**src/rtl/pci_dec_pkg.sv**
```systemverilog
package pci_dec_pkg;

  localparam int AD_W  = 32;
  localparam int CBE_W = 4;
  localparam int LA_W  = 2 * AD_W;

  typedef enum logic [1:0] {
    SP_NONE = 2'd0,
    SP_MEM  = 2'd1,
    SP_IO   = 2'd2,
    SP_CFG  = 2'd3
  } space_e;

  typedef enum logic [1:0] {
    BO_LINEAR = 2'd0,
    BO_WRAP   = 2'd1,
    BO_RSVD   = 2'd2
  } border_e;

  localparam logic [CBE_W-1:0] CMD_DAC = 4'b1101;
  localparam logic [CBE_W-1:0] CMD_MRM = 4'b1100;

endpackage

```
**src/rtl/pci_cmd_class.sv**
```systemverilog
module pci_cmd_class
  import pci_dec_pkg::*;
(
  input  logic [CBE_W-1:0] cmd,
  output space_e           space,
  output logic             prefetch
);

  always_comb begin
    unique case (cmd)
      4'b0010, 4'b0011:                   space = SP_IO;
      4'b0110, 4'b0111, 4'b1100,
      4'b1110, 4'b1111:                   space = SP_MEM;
      4'b1010, 4'b1011:                   space = SP_CFG;
      default:                            space = SP_NONE;
    endcase
  end

  assign prefetch = (cmd == CMD_MRM);

endmodule

```
**src/rtl/pci_burst_order.sv**
```systemverilog
module pci_burst_order
  import pci_dec_pkg::*;
(
  input  space_e     space,
  input  logic [1:0] low_bits,
  output border_e    order,
  output logic       disc
);

  always_comb begin
    order = BO_LINEAR;
    disc  = 1'b0;
    if (space == SP_MEM) begin
      unique case (low_bits)
        2'b00:   order = BO_LINEAR;
        2'b10:   order = BO_WRAP;
        default: begin
          order = BO_RSVD;
          disc  = 1'b1;
        end
      endcase
    end
  end

endmodule

```
**src/rtl/pci_win_match.sv**
```systemverilog
module pci_win_match #(
  parameter int               AW        = 32,
  parameter logic [AW-1:0]    BASE      = '0,
  parameter int               SIZE_LOG2 = 8
) (
  input  logic [AW-1:0] addr,
  output logic          hit
);

  localparam logic [AW-1:0] OFFS_MASK = AW'((65'd1 << SIZE_LOG2) - 65'd1);
  localparam logic [AW-1:0] TAG_MASK  = ~OFFS_MASK;

  assign hit = (((addr ^ BASE) & TAG_MASK) == '0);

endmodule

```
**src/rtl/pci_addr_parity.sv**
```systemverilog
module pci_addr_parity #(
  parameter int W = 37
) (
  input  logic [W-1:0] bits,
  output logic         even_ok
);

  assign even_ok = ~(^bits);

endmodule

```
**src/rtl/pci_addr_decoder.sv**
```systemverilog
module pci_addr_decoder
  import pci_dec_pkg::*;
#(
  parameter logic [63:0] MEM_BASE      = 64'h0000_0000_8000_0000,
  parameter int          MEM_SIZE_LOG2 = 20,
  parameter logic [31:0] IO_BASE       = 32'h0000_1000,
  parameter int          IO_SIZE_LOG2  = 8,
  parameter int          SUB_DELAY     = 4
) (
  input  logic        clk,
  input  logic        rst_n,
  input  logic        frame_n,
  input  logic [31:0] ad,
  input  logic [3:0]  cbe,
  input  logic        par,
  input  logic        idsel,
  input  logic        other_claim,
  input  logic        subtr_en,
  output logic        claim,
  output logic        sub_claim,
  output logic [1:0]  space,
  output logic [1:0]  burst,
  output logic        disc_first,
  output logic        prefetch,
  output logic        addr_perr,
  output logic [63:0] claim_addr
);

  localparam int CNT_W = $clog2(SUB_DELAY + 1) + 1;
  localparam int PAR_W = AD_W + CBE_W + 1;

  typedef enum logic [2:0] {
    ST_IDLE, ST_ADDR2, ST_DECIDE, ST_SUBWAIT, ST_OWNED, ST_PASS
  } state_e;

  state_e             state_q, state_d;
  logic [AD_W-1:0]    lo_q, hi_q, ph_ad_q;
  logic [CBE_W-1:0]   ph_cbe_q, cmd_q;
  logic               idsel_q;
  logic               perr1_q, perr1_d;
  logic               seen_q, seen_d;
  logic [CNT_W-1:0]   cyc_q, cyc_d;

  space_e             space_q;
  border_e            burst_q;
  logic               disc_q, pref_q, perr_q, perr_d;
  logic               claim_q, sub_q;
  logic [LA_W-1:0]    addr_q;

  logic               ld_ph1, ld_ph2, ld_flags, clr_flags, claim_set, sub_set;

  space_e             dec_space;
  logic               dec_pref;
  border_e            dec_order;
  logic               dec_disc;
  logic               phase_ok;
  logic               mem_hit, io_hit, win_hit;
  logic               perr_now, sub_ok;

  pci_cmd_class u_class (
    .cmd      (cmd_q),
    .space    (dec_space),
    .prefetch (dec_pref)
  );

  pci_burst_order u_order (
    .space    (dec_space),
    .low_bits (lo_q[1:0]),
    .order    (dec_order),
    .disc     (dec_disc)
  );

  pci_addr_parity #(.W(PAR_W)) u_parity (
    .bits    ({ph_ad_q, ph_cbe_q, par}),
    .even_ok (phase_ok)
  );

  pci_win_match #(.AW(LA_W), .BASE(MEM_BASE), .SIZE_LOG2(MEM_SIZE_LOG2)) u_mem_win (
    .addr ({hi_q, lo_q}),
    .hit  (mem_hit)
  );

  pci_win_match #(.AW(AD_W), .BASE(IO_BASE), .SIZE_LOG2(IO_SIZE_LOG2)) u_io_win (
    .addr (lo_q),
    .hit  (io_hit)
  );

  always_comb begin
    unique case (dec_space)
      SP_MEM:  win_hit = mem_hit;
      SP_IO:   win_hit = io_hit && (hi_q == '0);
      SP_CFG:  win_hit = idsel_q;
      default: win_hit = 1'b0;
    endcase
  end

  assign perr_now = perr1_q | ~phase_ok;
  assign sub_ok   = subtr_en && !win_hit &&
                    ((dec_space == SP_MEM) || (dec_space == SP_IO));

  // next-state and control
  always_comb begin
    state_d   = state_q;
    ld_ph1    = 1'b0;
    ld_ph2    = 1'b0;
    ld_flags  = 1'b0;
    clr_flags = 1'b0;
    claim_set = 1'b0;
    sub_set   = 1'b0;
    perr_d    = 1'b0;
    perr1_d   = perr1_q;
    seen_d    = seen_q;
    cyc_d     = cyc_q;

    if (state_q != ST_IDLE && cyc_q != '1) begin
      cyc_d = cyc_q + 1'b1;
    end
    if (state_q == ST_ADDR2 || state_q == ST_DECIDE || state_q == ST_SUBWAIT) begin
      seen_d = seen_q | other_claim;
    end

    unique case (state_q)
      ST_IDLE: begin
        if (!frame_n) begin
          ld_ph1  = 1'b1;
          perr1_d = 1'b0;
          seen_d  = 1'b0;
          cyc_d   = CNT_W'(1);
          state_d = (cbe == CMD_DAC) ? ST_ADDR2 : ST_DECIDE;
        end
      end
      ST_ADDR2: begin
        ld_ph2  = 1'b1;
        perr1_d = ~phase_ok;
        state_d = ST_DECIDE;
      end
      ST_DECIDE: begin
        ld_flags = 1'b1;
        perr_d   = perr_now;
        if (perr_now) begin
          state_d = ST_PASS;
        end else if (win_hit) begin
          claim_set = 1'b1;
          state_d   = ST_OWNED;
        end else if (sub_ok) begin
          state_d = ST_SUBWAIT;
        end else begin
          state_d = ST_PASS;
        end
      end
      ST_SUBWAIT: begin
        if (seen_q || other_claim) begin
          state_d = ST_PASS;
        end else if (cyc_q == CNT_W'(SUB_DELAY)) begin
          claim_set = 1'b1;
          sub_set   = 1'b1;
          state_d   = ST_OWNED;
        end
      end
      ST_OWNED, ST_PASS: begin
        if (frame_n) begin
          clr_flags = 1'b1;
          state_d   = ST_IDLE;
        end
      end
      default: state_d = ST_IDLE;
    endcase
  end

  // control registers
  always_ff @(posedge clk or negedge rst_n) begin
    if (!rst_n) begin
      state_q <= ST_IDLE;
      perr1_q <= 1'b0;
      seen_q  <= 1'b0;
      cyc_q   <= '0;
      perr_q  <= 1'b0;
    end else begin
      state_q <= state_d;
      perr1_q <= perr1_d;
      seen_q  <= seen_d;
      cyc_q   <= cyc_d;
      perr_q  <= perr_d;
    end
  end

  // address-phase capture registers
  always_ff @(posedge clk or negedge rst_n) begin
    if (!rst_n) begin
      lo_q     <= '0;
      hi_q     <= '0;
      ph_ad_q  <= '0;
      ph_cbe_q <= '0;
      cmd_q    <= '0;
      idsel_q  <= 1'b0;
    end else if (ld_ph1) begin
      lo_q     <= ad;
      hi_q     <= '0;
      ph_ad_q  <= ad;
      ph_cbe_q <= cbe;
      cmd_q    <= cbe;
      idsel_q  <= idsel;
    end else if (ld_ph2) begin
      hi_q     <= ad;
      ph_ad_q  <= ad;
      ph_cbe_q <= cbe;
      cmd_q    <= cbe;
      idsel_q  <= idsel;
    end
  end

  // decision flag registers
  always_ff @(posedge clk or negedge rst_n) begin
    if (!rst_n) begin
      space_q <= SP_NONE;
      burst_q <= BO_LINEAR;
      disc_q  <= 1'b0;
      pref_q  <= 1'b0;
      addr_q  <= '0;
    end else if (clr_flags) begin
      space_q <= SP_NONE;
      burst_q <= BO_LINEAR;
      disc_q  <= 1'b0;
      pref_q  <= 1'b0;
      addr_q  <= '0;
    end else if (ld_flags) begin
      space_q <= dec_space;
      burst_q <= dec_order;
      disc_q  <= dec_disc;
      pref_q  <= dec_pref;
      addr_q  <= {hi_q, lo_q};
    end
  end

  always_ff @(posedge clk or negedge rst_n) begin
    if (!rst_n) begin
      claim_q <= 1'b0;
      sub_q   <= 1'b0;
    end else if (clr_flags) begin
      claim_q <= 1'b0;
      sub_q   <= 1'b0;
    end else begin
      if (claim_set) claim_q <= 1'b1;
      if (sub_set)   sub_q   <= 1'b1;
    end
  end

  assign claim      = claim_q;
  assign sub_claim  = sub_q;
  assign space      = space_q;
  assign burst      = burst_q;
  assign disc_first = disc_q;
  assign prefetch   = pref_q;
  assign addr_perr  = perr_q;
  assign claim_addr = addr_q;

  // checks on decisions
  assert_claim_space_R2: assert property (@(posedge clk) disable iff (!rst_n)
    claim |-> (space != SP_NONE));

  assert_disc_reserved_R4: assert property (@(posedge clk) disable iff (!rst_n)
    disc_first |-> (space == SP_MEM && burst == BO_RSVD));

  assert_cfg_idsel_R6: assert property (@(posedge clk) disable iff (!rst_n)
    (claim && space == SP_CFG) |-> idsel_q);

  assert_pref_mem_R8: assert property (@(posedge clk) disable iff (!rst_n)
    prefetch |-> (space == SP_MEM));

  assert_perr_noclaim_R9: assert property (@(posedge clk) disable iff (!rst_n)
    addr_perr |-> !claim);

  assert_perr_pulse_R9: assert property (@(posedge clk) disable iff (!rst_n)
    addr_perr |=> !addr_perr);

  assert_sub_origin_R10: assert property (@(posedge clk) disable iff (!rst_n)
    $rose(sub_claim) |-> ($past(state_q) == ST_SUBWAIT && !$past(seen_q)));

  assert_claim_drop_R11: assert property (@(posedge clk) disable iff (!rst_n)
    (claim && frame_n) |=> !claim);

endmodule

```
**config.mk**
```make
export PLATFORM = sky130hd
export DESIGN_NAME = pci_addr_decoder
export DESIGN_NICKNAME = d
export VERILOG_FILES = /design/src/rtl/pci_dec_pkg.sv /design/src/rtl/pci_cmd_class.sv /design/src/rtl/pci_burst_order.sv /design/src/rtl/pci_win_match.sv /design/src/rtl/pci_addr_parity.sv /design/src/rtl/pci_addr_decoder.sv
export SDC_FILE = /design/constraint.sdc
export NUM_CORES = 1
export LEC_CHECK = 0
export ABC_CLOCK_PERIOD_IN_PS = 2950
export BUFFER_PORTS_ARGS = -buffer_cell sky130_fd_sc_hd__buf_2
export CAP_MARGIN = 20
export CELL_PAD_IN_SITES_DETAIL_PLACEMENT = 0
export CELL_PAD_IN_SITES_GLOBAL_PLACEMENT = 1
export CORE_MARGIN = 5
export CORE_UTILIZATION = 29
export CTS_CLUSTER_SIZE = 24
export DETAILED_ROUTE_END_ITERATION = 8
export PLACE_DENSITY = 0.66
export SYNTH_ARGS = -nofsm -noshare
export SYNTH_HDL_FRONTEND = slang
export SYNTH_SLANG_ARGS = --single-unit
```
**constraint.sdc**
```tcl
create_clock -name clk -period 2.95 [get_ports clk]
set_clock_uncertainty 0.1 [all_clocks]
set_input_delay 0.295 -clock clk [delete_from_list [all_inputs] [get_ports clk]]
set_output_delay 0.295 -clock clk [all_outputs]
set_load 0.1 [all_outputs]
```
# After elaboration in Yosys (flattened, before gate mapping)
# Memory sizes are Yosys's and may differ from the RTL's.
# Index checks and enable logic that the tools add are counted.
[word_totals]
ff_bits = 183
latch_bits = 0
ram_bits = 0
rom_bits = 32
input_bits = 43
output_inout_bits = 73
n_memories = 1
[op_classes]
add_sub_neg = 1
n_mul = 0
n_div = 0
order_cmp = 0
n_eq_ne = 16
shifts = 0
mux = 56
bitwise_logic = 4
reduce_logical = 25
[mem_list]
columns = ["name", "words", "word_bits", "read_ports", "rd_ports_with_merged_regs", "wr", "line", "source"]
rows = [
  ["(name not given)", 16, 2, 1, 0, 0, "pci_cmd_class.sv:10", "unique case (cmd)"],
]
[ops]
columns = ["operator", "count"]
rows = [
  ["$mux 64", 2],
  ["$mux 32", 3],
  ["$logic_not 32->1", 2],
  ["$logic_not 64->1", 1],
  ["$reduce_xor 37->1", 1],
  ["$mux 1", 28],
  ["$mux 3", 7],
  ["$mux 4", 5],
  ["$pmux 3 s5", 1],
  ["$mux 2", 6],
  ["$reduce_bool 2->1", 5],
  ["$eq 4x4->1 const B", 2],
  ["$eq 2x2->1 const B", 3],
  ["$eq 3x2->1 const B", 2],
  ["$eq 3x3->1 const B", 2],
  ["$add 4x1->4 const B", 1],
  ["$eq 4x3->1 const B", 1],
  ["$logic_and 1x1->1", 4],
  ["$logic_or 1x1->1", 4],
  ["$ne 2x2->1 const B", 2],
  ["$ne 4x4->1 const B", 1],
  ["$pmux 1 s2", 2],
  ["$pmux 2 s2", 1],
  ["$reduce_or 2->1", 2],
  ["12 further kinds", 14],
]

# Logic depth before layout (Yosys ltp)
# Gate-level depths: netlist of the first run.
[logic_depth]
ltp_word = 11
ltp_mapped = 12

# By module
# Synthesis of the first run repeated with hierarchy kept, for this count alone.
[hier_totals]
hier_cells = 540
area_unflattened_um2 = 7544.7
[by_module_without_submodules]
columns = ["module", "instances", "cells_per_inst", "area_per_inst_um2"]
rows = [
  ["pci_addr_decoder", 1, 473, 6937.9],
  ["pci_addr_parity", 1, 35, 320.3],
  ["pci_win_match at u_mem_win", 1, 15, 142.6],
  ["pci_win_match at u_io_win", 1, 9, 78.8],
  ["pci_cmd_class", 1, 5, 35.0],
  ["pci_burst_order", 1, 3, 30.0],
]

# Worst setup path after synthesis of the first run
# Ideal clock, no wire load.
[synth_timing]
kind = "reg-to-reg"
from = "reg cmd_q[2]"
to = "reg state_q[0]"
setup_time_ns = 0.086
arrival_time_ns = 2.026
required_time_ns = 2.764
path_slack_ns = 0.738
stages_incl_launch_ff = 13
path_buffers = 0
synth_period_minus_slack_ns = 2.212
cell_sequence = "dfrtp_1 inv_1 nor2_1 nor2_1 a21oi_1 inv_1 ha_1 nor4b_1 a41oi_1 nor4_1 a31oi_1 and4b_1 nor3_1"
[synth_between]
elab_chain_cells = 6
[synth_lines]
columns = ["element", "line", "source"]
rows = [
  ["from (decl)", "pci_addr_decoder.sv:38", "logic [CBE_W-1:0] ph_cbe_q, cmd_q;"],
  ["from (signal assigned)", "pci_addr_decoder.sv:194", "cmd_q <= '0;"],
  ["from (signal assigned)", "pci_addr_decoder.sv:201", "cmd_q <= cbe;"],
  ["from (signal assigned)", "pci_addr_decoder.sv:207", "cmd_q <= cbe;"],
  ["$mem_v2 16x2", "n/a", ""],
  ["$eq 2x2->1 / $eq 2x1->1 (equally long branches)", "pci_addr_decoder.sv:89", "unique case (dec_space)"],
  ["$pmux 1 s3", "pci_addr_decoder.sv:89", ""],
  ["$mux 3", "pci_addr_decoder.sv:142", "end else if (win_hit) begin"],
  ["$mux 3 (*)", "pci_addr_decoder.sv:140", "if (perr_now) begin"],
  ["$pmux 3 s5 (*)", "pci_addr_decoder.sv:122", "unique case (state_q)"],
  ["to (signal assigned)", "pci_addr_decoder.sv:179", "state_q <= state_d;"],
  ["to (decl)", "pci_addr_decoder.sv:36", "state_e state_q, state_d;"],
]
# Every way passes the cells marked *; elsewhere a longest branch is shown, timed or not.
# A chain may end at the register's enable or synchronous reset.

# Final worst setup path of the first run
[layout_timing]
from = "reg cmd_q[1]"
to = "reg state_q[0]"
# Same word-level chain as after synthesis.

==> results of run 1 <==
==> synth_stat cells <==
cell type / count / area share [%]
nor4b_1: 3 / 0.35
nor2b_1: 6 / 0.50
o22a_2: 1 / 0.13
or2_1: 1 / 0.084
o21a_1: 1 / 0.10
xnor3_2: 1 / 0.32
nand3b_1: 2 / 0.20
or3b_2: 1 / 0.12
nand4_1: 3 / 0.25
o22ai_1: 1 / 0.084
mux2i_2: 1 / 0.18
mux2i_1: 1 / 0.13
dfrtp_1: 182 / 61
buf_1: 5 / 0.25
and4b_1: 1 / 0.13
buf_4: 1 / 0.10
o21ai_0: 7 / 0.47
a211oi_1: 3 / 0.30
a22o_1: 63 / 7.4
a21oi_1: 36 / 2.4
nand2b_1: 1 / 0.084
ha_1: 8 / 1.3
nand4b_1: 1 / 0.12
and2_1: 4 / 0.33
a41oi_1: 1 / 0.12
xnor3_1: 1 / 0.30
a32o_1: 1 / 0.13
xor2_1: 3 / 0.35
o2111ai_1: 1 / 0.12
clkbuf_1: 24 / 1.2
o31ai_1: 4 / 0.40
nor4_1: 12 / 1.0
mux2_2: 68 / 10
nor4_4: 1 / 0.28
nand2_1: 80 / 4.0
nor3_1: 6 / 0.40
inv_1: 7 / 0.35
xnor2_1: 29 / 3.4
nor2_1: 14 / 0.70
a31oi_1: 3 / 0.25
buf_2: 9 / 0.60
nand3_1: 1 / 0.067
==> worst max-delay path: cells and delay by family, from the launching register on <==
| family | cells | cell delay [ps] |
|---|---|---|
| compound gates | 3 | 390 |
| buf+inv | 1 | 110 |
| flops | 1 | 420 |
| simple gates | 5 | 1090 |
| fa+ha+maj | 2 | 350 |
==> per-stage QoR <==
stage	cells	util, %
after global placement	1018	33.5
after floorplan	599	-
after detailed placement	1018	33.5
after CTS	1057	36.3
final	1057	36.3
after global routing	1057	36.3
==> cell type report <==
class / count / area [µm²]
fillers: 2525 / 16100
multi-input cells: 371 / 2780
well taps: 330 / 413
repair buffers: 135 / 790
flip-flops and latches: 182 / 4550
inverters: 7 / 26.3
clock inverters: 12 / 188
clock buffers: 20 / 457
==> worst max path at each step <==
stage | slack, ps | depth (start not counted) | startpoint | end
detailed placement | 290 | 12 | cmd_q[2] | state_q[0]
floorplan | 740 | 12 | cmd_q[2] | state_q[0]
global route | 30 | 11 | cmd_q[1] | state_q[0]
finish | 380 | 11 | cmd_q[1] | state_q[0]
CTS | 290 | 12 | cmd_q[2] | state_q[0]
global placement | 430 | 12 | cmd_q[2] | state_q[0]
==> registers in the layout, indices dropped and copies added (netlist names), 2 cells and up <==
| signal | cells |
|---|---|
| cmd_q | 4 |
| state_q | 3 |
| space | 2 |
| claim_addr | 64 |
| lo_q | 32 |
| burst | 2 |
| ph_ad_q | 32 |
| hi_q | 32 |
| cyc_q | 4 |
==> cells by family after synthesis <==
kind of cell / synth area share [%]
DFF: 60.8
and+or+nand+nor: 8.63
AOI/OAI and AO/OA: 11.9
muxes: 10.5
buffers and inverters: 2.50
xor gates and xnor gates: 4.36
adders and majority gates: 1.34
==> metal layers <==
metal | vias to the layer above | share of wire, %
met4 | 0 | 1.0
met1 | 2497 | 47
met3 | 14 | 4.9
met5 | - | 0
li1 | 2376 | -
met2 | 90 | 48
==> repair_timing <==
item                       CTS  global route
hold buffers                 7             0
hold endpoints to repair    64             0
gates resized for setup      0             1
setup endpoints to repair    0             1
==> results.toml, run 1 <==
[cts]
clk_path_buf_depth = 2
postCtsSetupBuffers = 0
cts_sinks = 182
cts_root_buf = "clkbuf_16"
clk_latency_ps = 430
h-tree-depth = 4
cts_buffers = 17
cts_tree = "done"
clk_pin_slew_ps = 70

[critical_path]
cp_max_fo = 5
crit_type = "flop to flop"
crit_path_end_kind = "flop"
slowest_stage = "dfrtp_1"
cp_cell_sequence = "ha_1, nor2_1, a21oi_1, inv_1, ha_1, nor4b_1, a41oi_1, nor4_1, a31oi_2, nor4b_1, nor3_1"
timing.rr.start = "cmd_q[1]"
required_ps = 3150
worstSetupStartpointType = "flop"
critPathArrivalTime_ps = 2780
rr_endpoint = "state_q[0]"
reg2regPathDepth = 11
cp_slowest_stage_delay_ps = 420
rrSetupSlack_ps = 380

[worst_hold_path]
hp-start = "ad[7]"
worstHoldPathCells = 3
hp-class = "primary input to flop"
hold-path-endpoint = "hi_q[7]"

[timing]
final_hold_viol_count = 0
fin_hold_ws_ps = 17.2
max_slew_margin_pct = 59.3
setup_tns_ps = 0
worst_slack_ps = 380
maxSlewViolCount = 0
setup_viol = 0
fmax_mhz = 389
min_period_over_period_pct = 87.1
fin_crit_ps = 2570
worstMarginPinSlew_ps = 609
rsz0062_at_grt = "no"

[run_status]
outcome = "complete, no violations"

[placement]
hpwl_um = 13700
dpl_worst_slack_ps = 288
place.gp.congestion = 0.756
portBuffers = 115
placed_area_mm2 = 0.00848

[floorplan]
row_count = 58
ios = 116
dieArea_mm2 = 0.0292
core-area_mm2 = 0.0253
fp.dieW_um = 171
die_y_um = 171
start_util_pct = 29.6

[global_routing]
grt_util_met3_pct = 3.51
grt_util_all_layers_pct = 13.6
grt.busiest_layer = "met2"
grt_pass1_wl_um = 30600
grt_max_degree = 66
overflow = 0
antenna_found_initial = 1
grt_use_met1_pct = 18.2
use_met2_pct = 22.2
grt_pass1_vias = 5206

[drt]
vias = 4977
antenna_left = 0
wire_per_inst_um = 18.2
viasPerCell = 4.71
drtPass1Iterations = 5
drc = 0
drtIter0Drc = 173
wl_um = 19300

[flow_run]
maxCapViolations = 0

[synthesis]
synth_nets = 650
avgSynthCellArea_um2 = 12.5
ys_seq_elements = 182
ys_types = 42
synthCells = 599
netlist_area_mm2 = 0.00749
yosys_warnings = 0
yosysSeqAreaShare_pct = 60.8

[finish]
final_nets = 765
final_area_mm2 = 0.00920
final_cell_mix = "182 x dfrtp_1, 114 x buf_2, 80 x nand2_1, 68 x mux2_2, 63 x a22o_1"
final_common_cell = "dfrtp_1"
antenna_cells = 0
drive_above_1_share_pct = 32.5
area_delta_synth_final_pct = 22.8
Power of run 1 is left out: the tool's default activity adds up to more than one toggle a clock period on the data nets, which glitch-free logic cannot reach.
==> inputs of run 2 (changes only) <==
PLACE_DENSITY = 0.65   (was 0.66)
SYNTH_HIERARCHICAL = 1   (was unset)
==> run 2 against run 1 <==
- die area rose by 0.63%
- highest routed layer unchanged
- sequential cell count rose by 1
- first-iteration DRC count rose by 50%
- register-to-register slack got worse by 110 ps
- cell count fell by 5.1%
- global-route usage rose by 0.32 points
- via count fell by 0.88%
- synthesized area rose by 0.67%
- largest cell class unchanged
- synthesized cell count fell by 9.8%
- core utilization fell by 0.73 points
- setup slack got worse by 110 ps
- critical endpoint unchanged
==> results.toml, run 2 <==
[finish]
area_delta_synth_final_pct = 21.9
antenna_cells = 0
drive_above_1_share_pct = 31.4
final_cell_mix = "183 x dfrtp_1, 114 x buf_2, 103 x a22o_1, 37 x mux2_1, 32 x mux2_2"
final_common_cell = "dfrtp_1"
multiInputGateArea_mm2 = 0.00285
regArea_mm2 = 0.00458
largest_reg_flops = 64
final_nets = 706
fillCellCount = 2546

[critical_path]
crit_path_end_kind = "flop"
required_ps = 3160
slowest_stage = "xnor3_1"
worstSetupStartpointType = "flop"
cp_slowest_stage_delay_ps = 470
crit_top_cell = "xnor2_1"
critPathArrivalTime_ps = 2890
startpoint = "ph_ad_q[11]"
critical_path_buf_inv_count = 0
crit_family = "XOR/XNOR gates"
cp_cell_sequence = "xor2_1, xnor2_1, xnor2_1, xnor3_1, xnor2_2, nand2b_1, or2_2, nor4_4, nor2_1, a21o_1"
cp_max_fo = 3
crit_type = "flop to flop"
timing.rr.start = "ph_ad_q[11]"

[cts]
cts_root_buf = "clkbuf_16"
cts_sinks = 183
clk_pin_slew_ps = 70
cts_buffers = 17
cts_tree = "done"
h-tree-depth = 4
postCtsSetupBuffers = 0
clk_latency_ps = 430
clk_path_buf_depth = 2

[synthesis]
netlist_area_mm2 = 0.00754
yosysMostFrequentCell = "dfrtp_1"
ys_top_cells_by_area = "dfrtp_1 61%, a22o_1 12%, mux2_1 5.5%"
synth_edf_count = 0
synthArstFlopShare_pct = 100
ys_types = 48
yosys_warnings = 6
synthCells = 540
yosysTopAreaCell = "dfrtp_1"
ys_top_cells_by_count = "183 x dfrtp_1, 103 x a22o_1, 37 x mux2_1, 32 x mux2_2, 28 x xnor2_1"
ys_seq_elements = 183
synth-main-ff-cell = "dfrtp_1"
synth.top_cell.area_share_pct = 60.7
avgSynthCellArea_um2 = 14.0
yosysSeqAreaShare_pct = 60.7
synth_nets = 589

[floorplan]
start_util_pct = 29.2
ios = 116
dieArea_mm2 = 0.0293
die_y_um = 171
fp.dieW_um = 171
core-area_mm2 = 0.0258
row_count = 59

[global_routing]
grt_pass1_wl_um = 31400
grt_pass1_vias = 5128
grt_max_degree = 74
overflow = 0
antenna_found_initial = 0
grt_util_all_layers_pct = 14.0

[drt]
viasPerCell = 4.92
drtPass1Iterations = 4
wl_um = 20000
vias = 4933
wire_per_inst_um = 19.9
antenna_left = 0
drtIter0Drc = 259
drc = 0

[timing]
setup_tns_ps = 0
min_period_over_period_pct = 90.7
rsz0062_at_grt = "no"
worstMarginPinSlew_ps = 898
fmax_mhz = 374
final_hold_viol_count = 0
maxSlewViolCount = 0
max_slew_margin_pct = 40.1
fin_crit_ps = 2680
setup_viol = 0

[worst_hold_path]
hp-start = "ad[2]"
hp-class = "primary input to flop"

[placement]
portBuffers = 115
hpwl_um = 13400
place.gp.congestion = 0.729

[run_status]
outcome = "complete, no violations"

[flow_run]
maxCapViolations = 0
run 2: final cells by class:
cell class | count | area share (%)
well taps | 335 | 4.56
clock inverters | 12 | 1.67
clock buffers | 18 | 4.67
multi-input cells | 318 | 31.0
repair buffers | 131 | 8.09
flip-flops and latches | 183 | 49.8
inverters | 6 | 0.245
run 2: per-layer routing:
layer	vias to the layer above	part of all wire [%]	global-route usage, %
li1	2274	-	-
met1	2529	49	20.5
met2	114	45	20.9
met3	16	4.1	3.22
met4	0	1.5	3.51
met5	-	0	0
run 2: timing repair:
action | 4_1_cts | 5_1_grt
endpoints found under the setup margin | 0 | 2
hold buffers | 6 | 0
resized for setup | 0 | 3
endpoints found under the hold margin | 66 | 0
run 2: cells by family after synthesis:
family	share of synthesized area (%)
DFF	60.7
AOI/OAI and AO/OA	14.0
and+or+nand+nor	7.35
muxes	10.4
buffers and inverters	2.27
xor gates and xnor gates	4.25
adders and majority gates	0.995
run 2: metrics by stage:
stage	instance area, µm²	util (%)	cells	setup slack [ps]	hold slack [ps]
floorplan	7540	-	540	420	-101
global placement	8530	33.0	967	148	225
detailed placement	8530	33.0	967	170	227
CTS	9180	35.5	1003	141	1.73
global route	9200	35.6	1003	28.3	5.53
finish	9200	35.6	1003	274	16.1
run 2: worst reg2reg max path, stage by stage (launching register included):
cell and delay (ps):
dfrtp_1 390, xor2_1 170, xnor2_1 190, xnor2_1 170, xnor3_1 470, xnor2_2 160, nand2b_1 100, or2_2 310
nor4_4 290, nor2_1 60, a21o_1 170
run 2: path summary, 6_finish.rpt:
kind / to / slack (ps) / cells after the start
setup / recovery: state_q[0] / 270 / 10
hold / removal: ph_ad_q[2] / 20 / 2
setup reg to reg: state_q[0] / 270 / 10
hold reg to reg: perr1_q / 380 / 2
max in group asynchronous: ph_ad_q[19] / 1580 / 3
min in group asynchronous: claim_addr[59] / 300 / 2
Power of run 2 is left out for the same reason.
